$ cat src/rtl/uart_mv_pkg.sv
package uart_mv_pkg;

    localparam int DATA_W   = 9;
    localparam int NB_W     = 4;
    localparam int MIN_BITS = 5;

    typedef enum logic [2:0] {
        ST_IDLE,
        ST_START,
        ST_DATA,
        ST_PARITY,
        ST_STOP
    } rx_state_e;

    typedef enum logic [1:0] {
        PAR_OFF     = 2'd0,
        PAR_EVEN    = 2'd1,
        PAR_ODD     = 2'd2,
        PAR_OFF_ALT = 2'd3
    } par_mode_e;

    typedef struct packed {
        logic             dbl;
        logic [NB_W-1:0]  nbits;
        par_mode_e        par;
    } frame_cfg_t;

    typedef struct packed {
        logic [DATA_W-1:0] data;
        logic              ferr;
        logic              perr;
    } rx_result_t;

    function automatic logic maj3(input logic a, input logic b, input logic c);
        return (a & b) | (a & c) | (b & c);
    endfunction

    function automatic logic par_active(input par_mode_e m);
        return (m == PAR_EVEN) || (m == PAR_ODD);
    endfunction

    function automatic logic [NB_W-1:0] clamp_bits(input logic [NB_W-1:0] v);
        if (v < NB_W'(MIN_BITS))
            return NB_W'(MIN_BITS);
        else if (v > NB_W'(DATA_W))
            return NB_W'(DATA_W);
        else
            return v;
    endfunction

endpackage

$ cat src/rtl/uart_mv_sync.sv
module uart_mv_sync #(
    parameter int STAGES    = 2,
    parameter bit RESET_VAL = 1'b1
) (
    input  logic clk,
    input  logic rst,
    input  logic din,
    output logic dout
);

    logic [STAGES-1:0] stage_q;

    generate
        if (STAGES == 1) begin : g_single
            always_ff @(posedge clk) begin
                if (rst) stage_q <= RESET_VAL;
                else     stage_q <= din;
            end
        end else begin : g_chain
            always_ff @(posedge clk) begin
                if (rst) stage_q <= {STAGES{RESET_VAL}};
                else     stage_q <= {stage_q[STAGES-2:0], din};
            end
        end
    endgenerate

    assign dout = stage_q[STAGES-1];

endmodule

$ cat src/rtl/uart_mv_sampler.sv
module uart_mv_sampler
    import uart_mv_pkg::*;
#(
    parameter int OSR_NORM  = 16,
    parameter int OSR_FAST  = 8,
    parameter int VOTE_NORM = 8,
    parameter int VOTE_FAST = 4,
    localparam int CNT_W    = $clog2(OSR_NORM + 1)
) (
    input  logic clk,
    input  logic rst,
    input  logic tick,
    input  logic din,
    input  logic load,
    input  logic run,
    input  logic dbl,
    output logic vote_stb,
    output logic vote_bit
);

    logic [CNT_W-1:0] cnt_q;
    logic [CNT_W-1:0] nxt_idx;
    logic [CNT_W-1:0] osr_len;
    logic [CNT_W-1:0] first_idx;
    logic             smp_a_q;
    logic             smp_b_q;

    always_comb begin
        osr_len   = dbl ? CNT_W'(OSR_FAST)  : CNT_W'(OSR_NORM);
        first_idx = dbl ? CNT_W'(VOTE_FAST) : CNT_W'(VOTE_NORM);
        nxt_idx   = (cnt_q >= osr_len) ? CNT_W'(1) : cnt_q + CNT_W'(1);
    end

    assign vote_stb = tick && run && (nxt_idx == first_idx + CNT_W'(2));
    assign vote_bit = maj3(smp_a_q, smp_b_q, din);

    always_ff @(posedge clk) begin
        if (rst) begin
            cnt_q   <= '0;
            smp_a_q <= 1'b1;
            smp_b_q <= 1'b1;
        end else if (tick) begin
            if (load) begin
                cnt_q <= CNT_W'(1);
            end else if (run) begin
                cnt_q <= nxt_idx;
                if (nxt_idx == first_idx)
                    smp_a_q <= din;
                if (nxt_idx == first_idx + CNT_W'(1))
                    smp_b_q <= din;
            end
        end
    end

endmodule

$ cat src/rtl/uart_mv_frame.sv
module uart_mv_frame
    import uart_mv_pkg::*;
(
    input  logic       clk,
    input  logic       rst,
    input  logic       tick,
    input  logic       din,
    input  frame_cfg_t cfg_in,
    input  logic       vote_stb,
    input  logic       vote_bit,
    output logic       load,
    output logic       run,
    output logic       dbl_q,
    output rx_state_e  state,
    output par_mode_e  par_q,
    output rx_result_t result,
    output logic       result_stb
);

    logic              prev_q;
    logic [NB_W-1:0]   nb_q;
    logic [NB_W-1:0]   bit_idx;
    logic [DATA_W-1:0] shreg;
    logic              par_acc;
    logic              perr_q;
    logic              last_data;

    assign load      = tick && (state == ST_IDLE) && prev_q && !din;
    assign run       = (state != ST_IDLE);
    assign last_data = (bit_idx == nb_q - NB_W'(1));

    always_ff @(posedge clk) begin
        if (rst) begin
            state      <= ST_IDLE;
            prev_q     <= 1'b1;
            dbl_q      <= 1'b0;
            nb_q       <= NB_W'(MIN_BITS);
            par_q      <= PAR_OFF;
            bit_idx    <= '0;
            shreg      <= '0;
            par_acc    <= 1'b0;
            perr_q     <= 1'b0;
            result     <= '0;
            result_stb <= 1'b0;
        end else begin
            result_stb <= 1'b0;
            if (tick)
                prev_q <= din;
            if (load) begin
                state   <= ST_START;
                dbl_q   <= cfg_in.dbl;
                nb_q    <= clamp_bits(cfg_in.nbits);
                par_q   <= cfg_in.par;
                bit_idx <= '0;
                shreg   <= '0;
                par_acc <= 1'b0;
                perr_q  <= 1'b0;
            end else if (vote_stb) begin
                unique case (state)
                    ST_START: begin
                        state <= vote_bit ? ST_IDLE : ST_DATA;
                    end
                    ST_DATA: begin
                        shreg[bit_idx] <= vote_bit;
                        par_acc        <= par_acc ^ vote_bit;
                        if (last_data)
                            state <= par_active(par_q) ? ST_PARITY : ST_STOP;
                        else
                            bit_idx <= bit_idx + NB_W'(1);
                    end
                    ST_PARITY: begin
                        if (par_q == PAR_EVEN)
                            perr_q <= par_acc ^ vote_bit;
                        else
                            perr_q <= ~(par_acc ^ vote_bit);
                        state <= ST_STOP;
                    end
                    ST_STOP: begin
                        result.data <= shreg;
                        result.ferr <= ~vote_bit;
                        result.perr <= par_active(par_q) ? perr_q : 1'b0;
                        result_stb  <= 1'b1;
                        state       <= ST_IDLE;
                    end
                    default: state <= ST_IDLE;
                endcase
            end
        end
    end

endmodule

$ cat src/rtl/uart_mv_rx.sv
module uart_mv_rx
    import uart_mv_pkg::*;
#(
    parameter int SYNC_STAGES = 2,
    parameter int OSR_NORM    = 16,
    parameter int OSR_FAST    = 8,
    parameter int VOTE_NORM   = 8,
    parameter int VOTE_FAST   = 4
) (
    input  logic              clk,
    input  logic              rst,
    input  logic              tick,
    input  logic              rxd,
    input  logic              dbl_speed,
    input  logic [NB_W-1:0]   cfg_bits,
    input  logic [1:0]        cfg_parity,
    output logic [DATA_W-1:0] rx_data,
    output logic              rx_valid,
    output logic              frame_err,
    output logic              parity_err
);

    logic       rxd_s;
    logic       smp_load;
    logic       smp_run;
    logic       smp_dbl;
    logic       smp_stb;
    logic       smp_bit;
    rx_state_e  fsm_state;
    par_mode_e  fsm_par;
    frame_cfg_t cfg_in;
    rx_result_t res;
    logic       res_stb;

    assign cfg_in = '{dbl: dbl_speed, nbits: cfg_bits, par: par_mode_e'(cfg_parity)};

    uart_mv_sync #(
        .STAGES    (SYNC_STAGES),
        .RESET_VAL (1'b1)
    ) u_sync (
        .clk  (clk),
        .rst  (rst),
        .din  (rxd),
        .dout (rxd_s)
    );

    uart_mv_sampler #(
        .OSR_NORM  (OSR_NORM),
        .OSR_FAST  (OSR_FAST),
        .VOTE_NORM (VOTE_NORM),
        .VOTE_FAST (VOTE_FAST)
    ) u_sampler (
        .clk      (clk),
        .rst      (rst),
        .tick     (tick),
        .din      (rxd_s),
        .load     (smp_load),
        .run      (smp_run),
        .dbl      (smp_dbl),
        .vote_stb (smp_stb),
        .vote_bit (smp_bit)
    );

    uart_mv_frame u_frame (
        .clk        (clk),
        .rst        (rst),
        .tick       (tick),
        .din        (rxd_s),
        .cfg_in     (cfg_in),
        .vote_stb   (smp_stb),
        .vote_bit   (smp_bit),
        .load       (smp_load),
        .run        (smp_run),
        .dbl_q      (smp_dbl),
        .state      (fsm_state),
        .par_q      (fsm_par),
        .result     (res),
        .result_stb (res_stb)
    );

    assign rx_data    = res.data;
    assign frame_err  = res.ferr;
    assign parity_err = res.perr;
    assign rx_valid   = res_stb;

endmodule

$ cat config.mk
export PLATFORM = sky130hd
export DESIGN_NAME = uart_mv_rx
export DESIGN_NICKNAME = d
export VERILOG_FILES = /design/src/rtl/uart_mv_pkg.sv /design/src/rtl/uart_mv_sync.sv /design/src/rtl/uart_mv_sampler.sv /design/src/rtl/uart_mv_frame.sv /design/src/rtl/uart_mv_rx.sv
export SDC_FILE = /design/constraint.sdc
export NUM_CORES = 1
export LEC_CHECK = 0
export BUFFER_PORTS_ARGS = -buffer_cell sky130_fd_sc_hd__buf_4
export CORE_ASPECT_RATIO = 1.25
export CORE_UTILIZATION = 35
export CTS_BUF_LIST = sky130_fd_sc_hd__clkbuf_4
export DETAILED_ROUTE_END_ITERATION = 8
export GPL_TIMING_DRIVEN = 1
export PLACE_DENSITY_LB_ADDON = 0.2
export REMOVE_ABC_BUFFERS = 1
export SYNTH_ARGS = -nofsm -noshare
export SYNTH_HDL_FRONTEND = slang
export SYNTH_SLANG_ARGS = --single-unit
$ cat constraint.sdc
create_clock -name clk -period 3.92 [get_ports clk]
set_input_delay 0.784 -clock clk [delete_from_list [all_inputs] [get_ports clk]]
set_output_delay 0.784 -clock clk [all_outputs]
set_load 0.005 [all_outputs]
==> results.py <==
metrics = {
    "power": {
        "peakVddDrop_uv": 111,
        "p_leak_nw": 0.990,
        "p_per_area_nw_per_um2": 291,
    },
    "sta": {
        "slew_violations": 0,
        "rsz0062_at_grt": "false",
        "clock.fmax_mhz": 384,
        "relSlewSlack": 0.517,
        "finalCritPeriodShare": 0.665,
        "hold_viol_final": 0,
        "fin_skew_ns": 0.00955,
        "fin_tns_setup_ns": 0,
        "layout_min_cycle_time_ns": 2.61,
        "tightest_slew_ns": 0.718,
        "finalSetupViolCount": 0,
    },
    "die": {
        "die_w_um": 75.3,
        "dieArea_um2": 7050,
        "coreArea_um2": 6520,
        "initial_core_util": 0.360,
        "rows": 33,
        "io_pins": 23,
        "die_y_um": 93.6,
    },
    "worst_hold_path": {
        "min-delay-path-class": "flip-flop to flip-flop",
        "hold_path.startpoint": "u_sync.stage_q[0]",
        "holdPathEnd": "u_sync.stage_q[1]",
        "hold_depth": 1,
    },
    "layout": {
        "syn_to_final_growth_pct": 12.5,
        "register_area_um2": 941,
        "fillers": 716,
        "final_cells": 387,
        "multiInputGateArea_um2": 1310,
        "drive_gt1_frac": 0.153,
        "fin_util": 0.405,
        "nets": 320,
        "n_antenna_cell": 0,
    },
    "worst_setup_path": {
        "end_kind": "flip-flop",
        "cp_max_fo": 11,
        "rr_startpoint": "u_sampler.cnt_q[0]",
        "reg2reg_depth": 8,
        "worstPathArrival_ns": 2.92,
        "crit_type": "flip-flop to flip-flop",
        "start_kind": "flip-flop",
        "crit_required_ns": 4.24,
        "r2r-end": "u_frame.result[0]",
        "r2r_slack_ns": 1.31,
    },
    "yosys": {
        "ys_seq_area_frac": 0.400,
        "synth_cell_types": 51,
        "synth_top_area_cell": "dfxtp_1",
        "syn_area_um2": 2350,
        "ys_ff_latch": 47,
        "yosysWarningCount": 0,
        "synthCells": 280,
        "syn_area_per_cell_um2": 8.39,
        "synth_top_area_share": 0.400,
        "synth.area.top_cells": "dfxtp_1, nand2_1, a21oi_1, ha_1, mux2i_1",
    },
    "clocking": {
        "numCtsBuffers": 5,
        "htree_levels": 2,
        "post_cts_buffers": 0,
        "clock-sinks": 47,
        "cts_tree": "built",
        "clock_latency_ns": 0.37,
        "cts_root_buf": "clkbuf_4",
        "cts_hold_buf": 0,
        "cts_resized": 0,
        "path_clk_slew_ns": 0.15,
        "cts_buffer_depth": 2,
    },
    "place": {
        "io_buffers": 22,
        "dp_cells": 379,
        "dpl.hpwl_um": 3300,
        "finalWeightedCongestion": 0.763,
    },
    "global_routing": {
        "overflow": 0,
        "grt_start_max_net_pins": 36,
        "grt_pass1_vias": 1726,
        "grtUsageTotal": 0.150,
        "grt_pass1_wl_um": 8060,
        "antenna_found_initial": 0,
    },
    "routing": {
        "wirelength_um": 4640,
        "viasPerCell": 4.85,
        "drtIter0Drc": 103,
        "avgRoutedWirePerCell_um": 12.0,
        "drt_first_pass_iters": 4,
        "num_vias": 1878,
        "drc": 0,
        "postRouteAntennaNets": 0,
    },
    "run": {
        "maxCapViolCount": 0,
    },
    "run_status": {
        "outcome": "complete, no violations",
    },
}
[worst max-delay path by stage]
stage                                  start                 to  slack, ns  cells past startpoint
after global routing      u_sampler.cnt_q[0]  u_frame.result[0]       0.98                      8
after detailed placement                tick  u_frame.result[9]       1.21                      7
final                     u_sampler.cnt_q[0]  u_frame.result[0]       1.31                      8
after floorplan           u_sampler.cnt_q[3]   u_frame.state[1]       1.44                      8
after CTS                 u_sampler.cnt_q[0]  u_frame.result[0]       1.27                      8
after global placement                  tick  u_frame.result[9]       1.25                      7
[report_power, final]
part	total [mW]	internal, mW	switching (mW)
combinational	0.0409	0.0177	0.0232
sequential	0.486	0.482	0.00382
clock	0.242	0.0721	0.170
total	0.769	0.572	0.197
[cells by family after synthesis]
logic type      Yosys count  synth area share
buf+inv                  24            0.0431
fa+ha+maj                11            0.0575
compound gates           46             0.112
flops                    47             0.400
simple gates            130             0.286
mux                      14            0.0655
xor+xnor                  8            0.0357
[placed cells by master (no fill, tap or decap), types with 7 or more instances in the layout]
| master | synthesis | final |
|---|---|---|
| nor3_1 | 8 | 8 |
| dfxtp_1 | 47 | 47 |
| nand3_1 | 8 | 8 |
| inv_1 | 12 | 12 |
| nor2_1 | 14 | 14 |
| a21oi_1 | 27 | 27 |
| o21ai_0 | 7 | 7 |
| buf_4 | 1 | 24 |
| mux2i_1 | 12 | 12 |
| nand2_1 | 55 | 55 |
| ha_1 | 10 | 10 |
[flip-flops by register name, summed over array words and instances (netlist names)]
register	count
u_frame.result	11
u_frame.shreg	9
u_sampler.cnt_q	5
u_frame.bit_idx	4
u_frame.nb_q	4
u_frame.state	3
u_frame.par_q	2
u_sync.stage_q	2
u_frame.dbl_q	1
u_frame.par_acc	1
u_frame.perr_q	1
u_frame.prev_q	1
u_frame.result_stb	1
u_sampler.smp_a_q	1
u_sampler.smp_b_q	1
[layout make-up]
type | instances | area share
clock inverters | 3 | 0.00899
inverters | 12 | 0.0170
well taps | 87 | 0.0412
multi-input cells | 209 | 0.495
clock buffers | 5 | 0.0142
repair buffers | 24 | 0.0681
flip-flops and latches | 47 | 0.356
[routing by layer]
layer | track usage | up-vias | part of all wire
met5 | 0 | - | 0
li1 | - | 997 | -
met2 | 0.239 | 23 | 0.47
met1 | 0.195 | 854 | 0.49
met3 | 0.0313 | 4 | 0.026
met4 | 0.0556 | 0 | 0.012
[synthesized netlist by cell type (all sizes together)]
library cell  number
nor3              10
and4               1
a31o               1
a311oi             1
nor4               4
nand3b             5
a31oi              2
mux2               1
mux2i             12
and4b              1
inv               12
nand4              2
or4                2
or4b               1
xnor2              5
and2b              1
xnor3              1
nor3b              1
dfxtp             47
clkbuf             5
mux4               1
ha                10
o21a               1
nand3              8
nand2b             6
o31ai              1
a22oi              1
a211o              1
or2                3
maj3               1
or3                5
nand2             55
o21ai              9
a21oi             27
buf                7
nor2              15
nor2b              5
a32o               1
and3               1
a211oi             1
xor2               2
and2               4
[critical path, stage by stage, from the launching register on]
cell,delay (ns)
dfxtp_1,0.47
inv_1,0.09
ha_1,0.33
nand2_1,0.06
or2_4,0.27
or4b_4,0.53
nor3_2,0.51
nand3b_1,0.14
a21oi_1,0.16
[metrics by stage]
| step | worst slack (ns) | hold WS, ns | instance area, µm² | power (mW) |
|---|---|---|---|---|
| 6_report | 1.31 | 0.429 | 2640 | 0.769 |
| 5_1_grt | 0.985 | 0.446 | 2640 | 0.807 |
| 4_1_cts | 1.27 | 0.434 | 2640 | 0.783 |
| 3_5_place_dp | 1.21 | 0.401 | 2580 | 0.537 |
| 3_3_place_gp | 1.25 | 0.391 | 2580 | 0.537 |
| 2_1_floorplan | 1.44 | 0.389 | 2290 | 0.517 |
Note: power is estimated with default switching activity, not from simulation.
